<file path="config.mk">
export PLATFORM = sky130hd
export DESIGN_NAME = fault_ss_seq
export DESIGN_NICKNAME = d
export VERILOG_FILES = /design/src/rtl/fault_ss_pkg.sv /design/src/rtl/uvlo_hyst.sv /design/src/rtl/ss_ramp.sv /design/src/rtl/fault_latch_ctl.sv /design/src/rtl/fault_ss_seq.sv
export SDC_FILE = /design/constraint.sdc
export NUM_CORES = 1
export LEC_CHECK = 0
export BUFFER_PORTS_ARGS = -buffer_cell sky130_fd_sc_hd__buf_2
export CAP_MARGIN = 0
export CORE_ASPECT_RATIO = 0.6
export CORE_MARGIN = 3
export CORE_UTILIZATION = 30
export DETAILED_ROUTE_END_ITERATION = 7
export PLACE_DENSITY = 0.5
export SLEW_MARGIN = 5
export SYNTH_ARGS = -nofsm -noshare
export SYNTH_HDL_FRONTEND = slang
export SYNTH_HIERARCHICAL = 1
export SYNTH_SLANG_ARGS = --single-unit
</file>
<file path="constraint.sdc">
create_clock -name clk -period 2.3 [get_ports clk]
set_input_delay 0.69 -clock clk [delete_from_list [all_inputs] [get_ports clk]]
set_output_delay 0.69 -clock clk [all_outputs]
set_load 0.005 [all_outputs]
</file>
<file path="src/rtl/fault_ss_pkg.sv">
package fault_ss_pkg;
   typedef enum logic {
      DIR_CHARGE    = 1'b0,
      DIR_DISCHARGE = 1'b1
   } ss_dir_e;
endpackage

</file>
<file path="src/rtl/uvlo_hyst.sv">
module uvlo_hyst #(
   parameter int SUP_W  = 8,
   parameter int ON_PRG = 120,
   parameter int OFF_PRG = 100,
   parameter int ON_DEF = 140,
   parameter int OFF_DEF = 90
) (
   input  logic             clk,
   input  logic             rst_n,
   input  logic [SUP_W-1:0] sup_code,
   input  logic             prog_sel,
   output logic             lock
);
   localparam logic [SUP_W-1:0] ON_P  = SUP_W'(ON_PRG);
   localparam logic [SUP_W-1:0] OFF_P = SUP_W'(OFF_PRG);
   localparam logic [SUP_W-1:0] ON_D  = SUP_W'(ON_DEF);
   localparam logic [SUP_W-1:0] OFF_D = SUP_W'(OFF_DEF);

   if (OFF_PRG >= ON_PRG || OFF_DEF >= ON_DEF) begin : g_bad_hyst
      $error("uvlo_hyst: lock threshold must be below unlock threshold");
   end
   if (ON_PRG >= (1 << SUP_W) || ON_DEF >= (1 << SUP_W)) begin : g_bad_width
      $error("uvlo_hyst: threshold does not fit SUP_W");
   end

   logic [SUP_W-1:0] on_thr, off_thr;
   always_comb begin
      on_thr  = prog_sel ? ON_P  : ON_D;
      off_thr = prog_sel ? OFF_P : OFF_D;
   end

   always_ff @(posedge clk or negedge rst_n) begin
      if (!rst_n)                            lock <= 1'b1;
      else if (lock && sup_code >= on_thr)   lock <= 1'b0;
      else if (!lock && sup_code < off_thr)  lock <= 1'b1;
   end

   AST_UV_HOLD_PRG: assert property (@(posedge clk) disable iff (!rst_n)
      (prog_sel && lock && sup_code < ON_P) |=> lock);
   AST_UV_KEEP_PRG: assert property (@(posedge clk) disable iff (!rst_n)
      (prog_sel && !lock && sup_code >= OFF_P) |=> !lock);
   AST_UV_HOLD_DEF: assert property (@(posedge clk) disable iff (!rst_n)
      (!prog_sel && lock && sup_code < ON_D) |=> lock);
   AST_UV_KEEP_DEF: assert property (@(posedge clk) disable iff (!rst_n)
      (!prog_sel && !lock && sup_code >= OFF_D) |=> !lock);
endmodule

</file>
<file path="src/rtl/ss_ramp.sv">
module ss_ramp
   import fault_ss_pkg::*;
#(
   parameter int SS_W       = 6,
   parameter int SS_RESTART = 16
) (
   input  logic            clk,
   input  logic            rst_n,
   input  logic            step_en,
   input  ss_dir_e         dir,
   output logic [SS_W-1:0] level
);
   localparam logic [SS_W-1:0] FULL  = {SS_W{1'b1}};
   localparam logic [SS_W-1:0] FLOOR = SS_W'(SS_RESTART);

   if (SS_W < 2) begin : g_bad_w
      $error("ss_ramp: SS_W too small");
   end

   always_ff @(posedge clk or negedge rst_n) begin
      if (!rst_n) begin
         level <= '0;
      end else if (step_en) begin
         if (dir == DIR_DISCHARGE) begin
            if (level > FLOOR) level <= level - 1'b1;
         end else if (level != FULL) begin
            level <= level + 1'b1;
         end
      end
   end

   AST_STEP_GATED: assert property (@(posedge clk) disable iff (!rst_n)
      !step_en |=> $stable(level));
   AST_UNIT_STEP: assert property (@(posedge clk) disable iff (!rst_n)
      1'b1 |=> (level == $past(level) || level == $past(level) + 1'b1
                || level == $past(level) - 1'b1));
   AST_NO_WRAP: assert property (@(posedge clk) disable iff (!rst_n)
      (level == FULL && dir == DIR_CHARGE) |=> level == FULL);
endmodule

</file>
<file path="src/rtl/fault_latch_ctl.sv">
module fault_latch_ctl
   import fault_ss_pkg::*;
#(
   parameter int SS_W       = 6,
   parameter int SS_DONE    = 48,
   parameter int SS_RESTART = 16
) (
   input  logic            clk,
   input  logic            rst_n,
   input  logic            fault_req,
   input  logic [SS_W-1:0] level,
   output logic            flt,
   output ss_dir_e         dir
);
   localparam logic [SS_W-1:0] DONE_L = SS_W'(SS_DONE);
   localparam logic [SS_W-1:0] RST_L  = SS_W'(SS_RESTART);

   if (SS_RESTART >= SS_DONE || SS_DONE >= (1 << SS_W)) begin : g_bad_thr
      $error("fault_latch_ctl: need SS_RESTART < SS_DONE < 2**SS_W");
   end

   logic dly, complete, at_floor, release_c;
   always_comb begin
      complete  = level >= DONE_L;
      at_floor  = level <= RST_L;
      release_c = flt && dly && at_floor;
      dir       = dly ? DIR_DISCHARGE : DIR_CHARGE;
   end

   always_ff @(posedge clk or negedge rst_n) begin
      if (!rst_n) begin
         flt <= 1'b0;
         dly <= 1'b0;
      end else begin
         flt <= release_c ? 1'b0 : (flt || (fault_req && complete));
         dly <= flt && !release_c;
      end
   end

   AST_SET_GATED: assert property (@(posedge clk) disable iff (!rst_n)
      (!flt && level < DONE_L) |=> !flt);
   AST_FLOOR: assert property (@(posedge clk) disable iff (!rst_n)
      dly |-> level >= RST_L);
   AST_HOLD_TO_FLOOR: assert property (@(posedge clk) disable iff (!rst_n)
      (flt && level > RST_L) |=> flt);
   AST_REQ_LATCHES: assert property (@(posedge clk) disable iff (!rst_n)
      (fault_req && level >= DONE_L) |=> flt);
endmodule

</file>
<file path="src/rtl/fault_ss_seq.sv">
module fault_ss_seq
   import fault_ss_pkg::*;
#(
   parameter int SS_W       = 6,
   parameter int SS_DONE    = 48,
   parameter int SS_RESTART = 16,
   parameter int SUP_W      = 8,
   parameter int UV_ON_PRG  = 120,
   parameter int UV_OFF_PRG = 100,
   parameter int UV_ON_DEF  = 140,
   parameter int UV_OFF_DEF = 90
) (
   input  logic             clk,
   input  logic             rst_n,
   input  logic             step_en,
   input  logic             oc_trip,
   input  logic             ref_good,
   input  logic [SUP_W-1:0] sup_code,
   input  logic             uv_prog_sel,
   output logic             drv_inhibit,
   output logic             uv_lock,
   output logic [SS_W-1:0]  ss_level
);
   logic    flt, fault_req;
   ss_dir_e dir;

   uvlo_hyst #(
      .SUP_W(SUP_W), .ON_PRG(UV_ON_PRG), .OFF_PRG(UV_OFF_PRG),
      .ON_DEF(UV_ON_DEF), .OFF_DEF(UV_OFF_DEF)
   ) u_uvlo (
      .clk(clk), .rst_n(rst_n), .sup_code(sup_code),
      .prog_sel(uv_prog_sel), .lock(uv_lock)
   );

   always_comb fault_req = oc_trip || uv_lock || !ref_good;

   fault_latch_ctl #(
      .SS_W(SS_W), .SS_DONE(SS_DONE), .SS_RESTART(SS_RESTART)
   ) u_latch (
      .clk(clk), .rst_n(rst_n), .fault_req(fault_req),
      .level(ss_level), .flt(flt), .dir(dir)
   );

   ss_ramp #(
      .SS_W(SS_W), .SS_RESTART(SS_RESTART)
   ) u_ramp (
      .clk(clk), .rst_n(rst_n), .step_en(step_en),
      .dir(dir), .level(ss_level)
   );

   always_comb drv_inhibit = flt || uv_lock;

   AST_INHIBIT_ON_LATCH: assert property (@(posedge clk) disable iff (!rst_n)
      (ss_level >= SS_W'(SS_DONE) && !ref_good) |=> drv_inhibit);
endmodule

</file>
After elaboration in Yosys (flattened, before gate mapping)
Index checks and enable logic that the tools add are counted. W data, S select, Z words.

Register bits: 9. Bits of input ports: 14.

Reductions and logical operators: 16. Order comparisons: 5. Mux-type cells: 9. Equality and inequality tests: 2. $add $sub $neg: 2.

Operators by type and width (count): $mux W6 (4); $ge A8 B8 Y1 (1); $lt A8 B8 Y1 (1); $mux W8 (1); $add A6 B1 Y6 const B (1); $ge A6 B6 Y1 const B (1); $gt A6 B5 Y1 const B (1); $le A6 B5 Y1 const B (1); $logic_and A1 B1 Y1 (6); $ne A6 B6 Y1 const B (1); $sub A6 B1 Y6 const B (1); $logic_or A1 B1 Y1 (4); $mux W1 (4); $reduce_bool A2 Y1 (2); $logic_not A1 Y1 (3); $reduce_and A3 Y1 (1); $ne A2 B1 Y1 const B (1).

Depth between registers and ports, before layout
Depth after elaboration: 5. Mapped depth: 7.

Modules after synthesis
The synthesis kept the hierarchy.

Modules (own cells, without submodules): ss_ramp (cells each 44, instances 1, area an instance 462.9 um^2); uvlo_hyst (cells each 27, instances 1, area an instance 230.2 um^2); fault_latch_ctl (cells each 9, instances 1, area an instance 85.1 um^2); fault_ss_seq (cells each 2, instances 1, area an instance 15.0 um^2).

Least setup slack after synthesis
Ideal clock, no wire load.

Path type: input-to-reg. Start: input uv_prog_sel. End: register u_uvlo.lock. Setup time: 77 ps. Stages on the path: 5. Data arrival time: 1649 ps. Buffers on the path: 0. Setup slack: 574 ps. Cell sequence: inv_1 ha_1 a21o_1 a211o_1 o22ai_1.

Cells in the longest elaborated chain, start to end: 4. Elaborated cells on any way between the ends: 8. Those cells by class: order compare (2); mux (3); reduce/logical (3).

Ends and longest elaborated chain: from (decl) (line fault_ss_seq.sv:19) `input logic uv_prog_sel,`; $mux W8 / $mux W6 (equally long branches) (line uvlo_hyst.sv:28, uvlo_hyst.sv:29); $ge A8 B8 Y1 / $lt A8 B8 Y1 (equally long branches) (line uvlo_hyst.sv:34, uvlo_hyst.sv:35); $logic_and A1 B1 Y1, on equally long branches (line uvlo_hyst.sv:34, uvlo_hyst.sv:35); $mux W1 / $reduce_bool A2 Y1 (equally long branches); to (signal assigned) (line uvlo_hyst.sv:33) `if (!rst_n) lock <= 1'b1;`; to (signal assigned) (line uvlo_hyst.sv:34) `else if (lock && sup_code >= on_thr) lock <= 1'b0;`; to (signal assigned) (line uvlo_hyst.sv:35) `else if (!lock && sup_code < off_thr) lock <= 1'b1;`; to (decl) (line uvlo_hyst.sv:12) `output logic lock`.

Parallel ways exist; a longest one is shown, timed or not. A chain may end at the register's enable or synchronous reset.

Final worst setup path
Start: register u_latch.dly. End: register u_ramp.level[4].

Cells in the longest elaborated chain, start to end: 3. Elaborated cells on any way between the ends: 5. Those cells by class: eq/ne (1); mux (2); reduce/logical (2).

Ends and longest elaborated chain: from (decl) (line fault_latch_ctl.sv:22) `logic dly, complete, at_floor, release_c;`; from (signal assigned) (line fault_latch_ctl.sv:36) `dly <= flt && !release_c;`; $mux W1 * (line fault_latch_ctl.sv:27) `dir = dly ? DIR_DISCHARGE : DIR_CHARGE;`; $ne A2 B1 Y1 (no line) / $reduce_bool A2 Y1 (equally long branches); $reduce_and A3 Y1 (no line); to (signal assigned) (line ss_ramp.sv:25) `if (level > FLOOR) level <= level - 1'b1;`; to (signal assigned) (line ss_ramp.sv:27) `level <= level + 1'b1;`; to (decl) (line ss_ramp.sv:11) `output logic [SS_W-1:0] level`.

Mark *: on every way between the ends. The rest lies on a longest branch, timed or not.

==> qor.csv <==
metric,value,unit
status,"complete, no violations",
Final nets,135,
setup TNS,0,ns
CP Launch Point,u_latch/dly$_DFF_PN0_,
unrepaired setup endpoints after global routing,false,
Filler cells,233,
Post-Syn Nets,109,
DRT antenna net count,0,
clock slew seen by the registers of the worst setup and hold paths,0.04,ns
starting density of the core,0.341,
routability cong.,0.802,
Worst Reg-to-Reg Cells,7,
number of port buffers,21,
CP Max Fanout,9,
utilization after layout,0.422,
Clock Path Buffers,2,
GR Overflow Total,0,
"Async S/R FF share, synth",1.00,
first-pass GRT wire length,3160,microns
drt first pass iters,4,
Iteration-0 DRC Markers,30,
Post-synth EDFFs,0,
Fmax,523,MHz
clock sink total,9,
antenna violations before repair,0,
Mean Syn Cell Area,9.67,sq um
Yosys cell types,33,
Die Area,3320,sq um
sequential-to-total area share from yosys stat,0.285,
cell count after synthesis,82,
# rows,13,
"most common cell after layout, fill and taps aside",buf_2,
final setup violating endpoints,0,
Slew headroom,0.762,
Routed WL,1790,microns
CP endpoint kind,flip-flop,
core footprint,2330,sq um
"commonest non-fill, non-tap cells in the layout","21 x buf_2, 12 x ha_1, 8 x inv_1, 8 x dfrtp_1, 6 x a21oi_1",
Final min period,1.91,ns
antenna cells,0,
Startpoint Class,flip-flop,
HPWL Detailed,1510,microns
Max Cap Violations,0,
fin crit share,0.832,
HP Class,primary input to async pin,
CTS Buf Count,3,
post-synthesis register bit count,9,
drt drc,0,
post-CTS setup buffers,0,
PostCTS Resize Cnt,0,
vias in the first global route,671,
layout cells sized above 1,0.290,
VDD IR max,0.596,mV
clk_lat worst skew,0.23,ns
Synth top area share,0.252,
post-DR wirelength/cell,13.1,microns
CTS tree,done,
hold-fix buffer count after cts,0,
"Hold Vio Cnt, Final",0,
Worst EP required,2.41,ns
root buf cell,clkbuf_8,
Slew Limit Fails,0,
Post-Synthesis Cell Area,793,sq um
"Primary FF master, synth",dfrtp_1,
Die Y-Extent,45.8,microns
skew final,0.00229,ns
synth warn,6,
via count,686,
H-tree Lvls,1,
num ports,22,
Syn-to-layout area delta,23.7,%
Synth area leader,dfrtp_1,
Setup CP Type,flip-flop to flip-flop,
Synth area leaders,"dfrtp_1 25%, ha_1 19%, xnor2_1 4.4%, a21oi_1 3.8%, inv_1 3.8%",
P_leak,0.479,nW
Arrival @ worst endpoint,2.03,ns
vias per cell,5.01,
actual slew at the worst max-slew pin,0.358,ns
largest net degree at the start of global routing,10,
Power Dens Cells,1380,nW/um^2
Horiz. Die Dim,72.4,microns
GR Util All Layers,0.126,
worst r2r src,u_latch/dly$_DFF_PN0_,
-- flip-flops by register name, indices dropped and copies added, names as in the netlist --
register,count
u_ramp/level,6
u_latch/dly,1
u_latch/flt,1
u_uvlo/lock,1
-- path summary, 6_finish.rpt --
check,endpoint,slack [ns]
setup / recovery,u_ramp/level[4]$_DFFE_PN0P_,0.39
hold reg to reg,u_latch/dly$_DFF_PN0_,0.56
hold / removal,u_latch/dly$_DFF_PN0_,0.30
min in group clk,u_latch/dly$_DFF_PN0_,0.56
max in group asynchronous,u_uvlo/lock$_DFFE_PN1P_,1.75
setup reg to reg,u_ramp/level[4]$_DFFE_PN0P_,0.39
-- worst max-delay path, stage by stage (launching register included) --
cell     delay (ns)
dfrtp_1        0.55
inv_2          0.13
fa_1           0.47
inv_1          0.09
a21o_1         0.11
a21oi_1        0.07
xnor2_1        0.12
mux2_4         0.25
-- logic make-up after synthesis --
family	after synthesis	share of synthesized area
AOI/OAI and AO/OA	25	0.230
and+or+nand+nor	19	0.134
adders and majority gates	13	0.215
buffers and inverters	9	0.0426
DFF	9	0.285
xor gates and xnor gates	5	0.0552
muxes	2	0.0379
-- Yosys cell counts, types with 2 or more instances --
library cell and number:
nor2_1 3, and3_1 2, a21oi_1 6, mux2_4 2, nand2_1 2, o21ai_0 5
dfrtp_1 8, ha_1 12, xnor2_1 4, a211oi_1 3, a21o_1 3, nand3_1 4
inv_1 8
-- cell type report --
cell class | count | area, sq um | share of cell area
repair buffers | 21 | 105 | 0.107
well taps | 30 | 37.5 | 0.0383
inverters | 9 | 33.8 | 0.0344
flip-flops and latches | 9 | 226 | 0.231
clock buffers | 4 | 45.0 | 0.0459
multi-input cells | 64 | 533 | 0.543
-- metrics by stage --
stage                     total power, mW  hold slack, ns  setup WS, ns  cells  area (sq um)
after global routing                 1.52           0.309         0.235    137           981
after global placement               1.18           0.542         0.350    133           936
final                                1.36           0.300         0.387    137           981
after CTS                            1.37           0.305         0.375    137           981
after detailed placement             1.18           0.541         0.317    133           936
after floorplan                     0.969           0.394         0.574     82           793
-- routing by layer --
| layer | wire length, microns | global-route usage | part of all wire | vias up |
|---|---|---|---|---|
| met5 | 0 | 0 | 0 | - |
| met1 | 1030 | 0.197 | 0.58 | 310 |
| met3 | 78 | 0.0396 | 0.043 | 2 |
| li1 | - | - | - | 360 |
| met4 | 25 | 0.0441 | 0.014 | 0 |
| met2 | 657 | 0.156 | 0.37 | 14 |
-- where the power goes --
part	switching (mW)	internal [mW]
Sequential	0.130	0.246
Combinational	0.382	0.420
Clock	0.0603	0.121
No activity file was read; power rests on OpenSTA's default activity.
